[config.mk]
export PLATFORM = sky130hd
export DESIGN_NAME = bar_regs
export DESIGN_NICKNAME = d
export VERILOG_FILES = /design/src/rtl/bar_pkg.sv /design/src/rtl/bar_slot.sv /design/src/rtl/bar_rd_mux.sv /design/src/rtl/bar_regs.sv
export SDC_FILE = /design/constraint.sdc
export NUM_CORES = 1
export LEC_CHECK = 0
export CELL_PAD_IN_SITES_DETAIL_PLACEMENT = 1
export CELL_PAD_IN_SITES_GLOBAL_PLACEMENT = 2
export CORE_ASPECT_RATIO = 0.75
export CORE_UTILIZATION = 29
export CTS_CLUSTER_SIZE = 20
export DETAILED_ROUTE_END_ITERATION = 10
export DONT_BUFFER_PORTS = 1
export GPL_TIMING_DRIVEN = 0
export PLACE_DENSITY_LB_ADDON = 0.2
export SLEW_MARGIN = 20
export SYNTH_ARGS = -nofsm -noshare
export SYNTH_HDL_FRONTEND = slang
export SYNTH_SLANG_ARGS = --single-unit
export TNS_END_PERCENT = 50
[constraint.sdc]
create_clock -name clk_i -period 3.2 [get_ports clk_i]
set_clock_uncertainty 0.15 [all_clocks]
set_input_delay 0.16 -clock clk_i [delete_from_list [all_inputs] [get_ports clk_i]]
set_output_delay 0.16 -clock clk_i [all_outputs]
set_load 0.01 [all_outputs]
[src/rtl/bar_pkg.sv]
package bar_pkg;
  localparam logic [1:0] KIND_NONE  = 2'd0;
  localparam logic [1:0] KIND_IO    = 2'd1;
  localparam logic [1:0] KIND_MEM32 = 2'd2;
  localparam logic [1:0] KIND_MEM64 = 2'd3;

  function automatic logic [31:0] bar_wmask(logic [1:0] kind, int szlg, bit upper);
    int lo;
    logic [31:0] m;
    if (upper) lo = (szlg > 32) ? szlg - 32 : 0;
    else if (kind == KIND_NONE) lo = 32;
    else if (kind == KIND_IO) lo = (szlg > 2) ? szlg : 2;
    else lo = (szlg > 4) ? szlg : 4;
    for (int j = 0; j < 32; j++) m[j] = (j >= lo);
    return m;
  endfunction

  function automatic logic [31:0] bar_fixed(logic [1:0] kind, bit pref, bit upper);
    if (upper || kind == KIND_NONE) return 32'h0;
    if (kind == KIND_IO) return 32'h1;
    return {28'h0, pref, (kind == KIND_MEM64), 2'b00};
  endfunction
endpackage

[src/rtl/bar_slot.sv]
module bar_slot #(
  parameter logic [31:0] WMASK = 32'h0,
  parameter logic [31:0] FIXED = 32'h0
) (
  input  logic        clk_i,
  input  logic        rst_ni,
  input  logic        sel_i,
  input  logic [3:0]  be_i,
  input  logic [31:0] wdata_i,
  output logic [31:0] q_o
);
  logic [31:0] store_q;

  for (genvar b = 0; b < 4; b++) begin : g_byte
    always_ff @(posedge clk_i or negedge rst_ni) begin
      if (!rst_ni) store_q[8*b +: 8] <= '0;
      else if (sel_i && be_i[b]) store_q[8*b +: 8] <= wdata_i[8*b +: 8] & WMASK[8*b +: 8];
    end
  end

  assign q_o = (store_q & WMASK) | FIXED;
endmodule

[src/rtl/bar_rd_mux.sv]
module bar_rd_mux #(
  parameter int N    = 6,
  parameter int AW   = 6,
  parameter int BASE = 4
) (
  input  logic [AW-1:0]   addr_i,
  input  logic [N*32-1:0] slots_i,
  output logic [31:0]     rdata_o
);
  always_comb begin
    rdata_o = '0;
    for (int i = 0; i < N; i++)
      if (addr_i == AW'(BASE + i)) rdata_o = slots_i[i*32 +: 32];
  end
endmodule

[src/rtl/bar_regs.sv]
module bar_regs #(
  parameter int          SLOT_CNT = 6,
  parameter int          AW       = 6,
  parameter int          BASE_DW  = 4,
  parameter int          SZ_W     = 6,
  parameter logic [2*SLOT_CNT-1:0]    KIND_P = {2'd2, 2'd0, 2'd0, 2'd3, 2'd1, 2'd2},
  parameter logic [SZ_W*SLOT_CNT-1:0] SZ_P   = {6'd4, 6'd0, 6'd0, 6'd34, 6'd8, 6'd12},
  parameter logic [SLOT_CNT-1:0]      PREF_P = 6'b000100
) (
  input  logic          clk_i,
  input  logic          rst_ni,
  input  logic          cfg_we_i,
  input  logic [AW-1:0] cfg_addr_i,
  input  logic [3:0]    cfg_be_i,
  input  logic [31:0]   cfg_wdata_i,
  output logic [31:0]   cfg_rdata_o
);
  function automatic logic [SLOT_CNT-1:0] calc_upper();
    logic [SLOT_CNT-1:0] u;
    u = '0;
    for (int i = 1; i < SLOT_CNT; i++)
      u[i] = (KIND_P[2*(i-1) +: 2] == bar_pkg::KIND_MEM64) && !u[i-1];
    return u;
  endfunction

  localparam logic [SLOT_CNT-1:0] UPPER_MASK = calc_upper();

  logic [SLOT_CNT*32-1:0] slot_flat;

  for (genvar i = 0; i < SLOT_CNT; i++) begin : g_slot
    localparam bit         IS_UP = UPPER_MASK[i];
    localparam int         SRC   = IS_UP ? i - 1 : i;
    localparam logic [1:0] KIND  = KIND_P[2*i +: 2];
    localparam int         SZLG  = int'(SZ_P[SZ_W*SRC +: SZ_W]);
    logic sel;
    assign sel = cfg_we_i && (cfg_addr_i == AW'(BASE_DW + i));
    bar_slot #(
      .WMASK(bar_pkg::bar_wmask(KIND, SZLG, IS_UP)),
      .FIXED(bar_pkg::bar_fixed(KIND, PREF_P[i], IS_UP))
    ) u_slot (
      .clk_i  (clk_i),
      .rst_ni (rst_ni),
      .sel_i  (sel),
      .be_i   (cfg_be_i),
      .wdata_i(cfg_wdata_i),
      .q_o    (slot_flat[i*32 +: 32])
    );
  end

  bar_rd_mux #(.N(SLOT_CNT), .AW(AW), .BASE(BASE_DW)) u_mux (
    .addr_i (cfg_addr_i),
    .slots_i(slot_flat),
    .rdata_o(cfg_rdata_o)
  );
endmodule

==> flow_metrics.env <==
export IMPL_status="finished clean"
export IMPL_reg2reg_depth=1
export IMPL_dieWidth_um=148
export IMPL_fin_area_um2=5520
export IMPL_r2r_start="g_slot[5].u_slot.q_o[15]"
export IMPL_required_ps=2890
export IMPL_clock_root_buffer="clkbuf_16"
export IMPL_period_needed_ps=2180
export IMPL_grt_setup_unrepaired="no"
export IMPL_fmax_mhz=458
export IMPL_place_area_um2=4910
export IMPL_htreeDepth=3
export IMPL_route_met3_wl_um=526
export IMPL_place_congestion=0.660
export IMPL_io_pins=77
export IMPL_initial_core_util_pct=30.1
export IMPL_finalSetupViolCount=0
export IMPL_path_class="input port to output pin"
export IMPL_min_period_over_period_pct=68.2
export IMPL_worstReg2RegEnd="g_slot[5].u_slot.q_o[15]"
export IMPL_synthesis_nets=378
export IMPL_grt_max_degree=103
export IMPL_antenna_found_initial=0
export IMPL_overflow=0
export IMPL_met1_length_um=5790
export IMPL_ctsResizeCount=0
export IMPL_synthFlopType="dfrtp_1"
export IMPL_highest_layer="met4"
export IMPL_finalSetupTns_ps=0
export IMPL_hold_viol_final=0
export IMPL_grt_pass1_wl_um=20400
export IMPL_vias=3012
export IMPL_clk_latency_ps=340
export IMPL_die_h_um=112
export IMPL_yosys_cell_types_count=29
export IMPL_wl_met2_um=6080
export IMPL_path_max_fanout=10
export IMPL_diodes=0
export IMPL_seq_area_frac_synth_pct=54.9
export IMPL_routedWlPerCell_um=21.4
export IMPL_crit_start="cfg_addr_i[1]"
export IMPL_critPathCapture="cfg_rdata_o[30]"
export IMPL_synth_area_um2=4650
export IMPL_drtAntennaViolNets=0
export IMPL_nNetsFinal=421
export IMPL_grt_pass1_vias=3456
export IMPL_dr_first_iter_drc_count=105
export IMPL_leakagePower_nw=2.42
export IMPL_drt_vias_per_instance=5.16
export IMPL_syn2layout_area_growth_pct=18.7
export IMPL_clock_sinks=102
export IMPL_dieArea_um2=16500
export IMPL_wl_um=12500
export IMPL_syn_area_per_cell_um2=14.0
export IMPL_cts_buffers=9
export IMPL_arrival_ps=1870
export IMPL_drc=0
export IMPL_tightest_slew_ps=824
export IMPL_drv_slew=0
export IMPL_largest_register_ffs=102
export IMPL_clkTransAtPathRegs_ps=70
export IMPL_startpoint_type="input port"
export IMPL_fill_cells=1605
export IMPL_rows=39
export IMPL_totalPowerFinal_w=0.00274
export IMPL_crit_path_end_kind="output pin"
export IMPL_synth_seq_cells=102
export IMPL_synth_edff_count=0
export IMPL_hold_path_class="input port to register"
export IMPL_async_flop_share_pct=100
export IMPL_max_slew_margin_pct=44.3
export IMPL_max_vdd_ir_drop_v=0.000242
export IMPL_grt_usage_pct=16.4
export IMPL_firstDrtPassIters=4
export IMPL_coreArea_um2=15500
export IMPL_rrSetupSlack_ps=2260
export IMPL_dp_hpwl_um=8450
export IMPL_synth_warnings=0
export IMPL_maxCapViolCount=0
export IMPL_p_per_area_nw_per_um2=497
export IMPL_cts_path_max_buffers=2
export IMPL_portBuffers=0
export IMPL_synthCells=333
export IMPL_cts_tree="yes"
export IMPL_layout_drive_gt1_share_pct=34.8
export IMPL_holdWs_ps=101
-- critical path, cell delays in order --
cell and delay, ps:
buf_4 170, or4b_1 550, buf_4 230, buf_1 300, o22ai_1 450
-- metrics by stage --
step                      cells  util, %  worst slack, ps
after floorplan             333        -             1190
after global routing        584     35.7              904
after global placement      538     31.7              883
after detailed placement    538     31.7              835
after CTS                   584     35.7              977
final                       584     35.7             1020
-- how the worst min path moves through the flow --
stage                     start  cells past startpoint                       end  slack, ps
floorplan                rst_ni                      0  g_slot[0].u_slot.q_o[12]       -290
global placement         rst_ni                      0  g_slot[3].u_slot.q_o[11]       -280
detailed placement       rst_ni                      0  g_slot[3].u_slot.q_o[11]       -280
CTS                 cfg_be_i[0]                      3   g_slot[3].u_slot.q_o[6]         90
global route        cfg_be_i[0]                      3   g_slot[3].u_slot.q_o[6]        110
finish              cfg_be_i[0]                      3   g_slot[3].u_slot.q_o[4]        100
-- timing repair --
action                                 4_1_cts  5_1_grt
endpoints found under the hold margin      204        0
setup buffers                                0        0
hold buffers                                32        0
-- synthesized netlist by cell type, drive strengths merged, types with 2 or more instances --
library cell / instances / area (um^2)
dfrtp: 102 / 2550
mux2: 102 / 1150
a22oi: 44 / 330
o22ai: 20 / 125
clkbuf: 12 / 45.0
buf: 9 / 53.8
nor3: 7 / 108
nand2: 6 / 22.5
a22o: 4 / 35.0
nor4b: 4 / 80.1
o2bb2ai: 4 / 35.0
nand4: 3 / 18.8
nor2: 3 / 11.3
a21oi: 2 / 10.0
inv: 2 / 7.51
nor2b: 2 / 12.5
or4b: 2 / 23.8
-- cell usage in the layout, fill, tap and decap left out, types with 6 or more instances in the layout --
cell and n:
a22oi_1 44, clkbuf_1 12, clkbuf_16 9, dfrtp_1 102, dlygate4sd3_1 31, mux2_2 101, nand2_1 6, nor3_4 6
o22ai_1 20
-- power by group --
part	internal, W	switching [W]
clock network	0.000561	0.000461
logic	0.000135	0.000137
registers	0.00139	0.0000528
-- routing by layer --
| metal | GRT usage (%) | vias up |
|---|---|---|
| li1 | - | 1358 |
| met1 | 21.6 | 1592 |
| met2 | 27.1 | 52 |
| met3 | 4.39 | 10 |
| met4 | 3.64 | 0 |
| met5 | 0 | - |
-- area by class of cell --
| type | instances | area (um^2) | share of cell area [%] |
|---|---|---|---|
| Inverter | 2 | 7.51 | 0.136 |
| Tap cell | 205 | 256 | 4.65 |
| Multi-Input combinational cell | 208 | 1990 | 36.1 |
| Clock buffer | 11 | 253 | 4.58 |
| Clock inverter | 3 | 21.3 | 0.385 |
| Timing Repair Buffer | 32 | 338 | 6.12 |
| Sequential cell | 102 | 2550 | 46.3 |
| Buffer | 21 | 98.8 | 1.79 |
-- cells by family after synthesis --
kind of cell | Yosys count | share of synthesized area (%)
compound gates | 74 | 11.5
buf+inv | 23 | 2.29
flops | 102 | 54.9
mux | 102 | 24.7
other cells | 1 | 0.0807
simple gates | 31 | 6.51
Note: power is estimated with default switching activity, not from simulation.
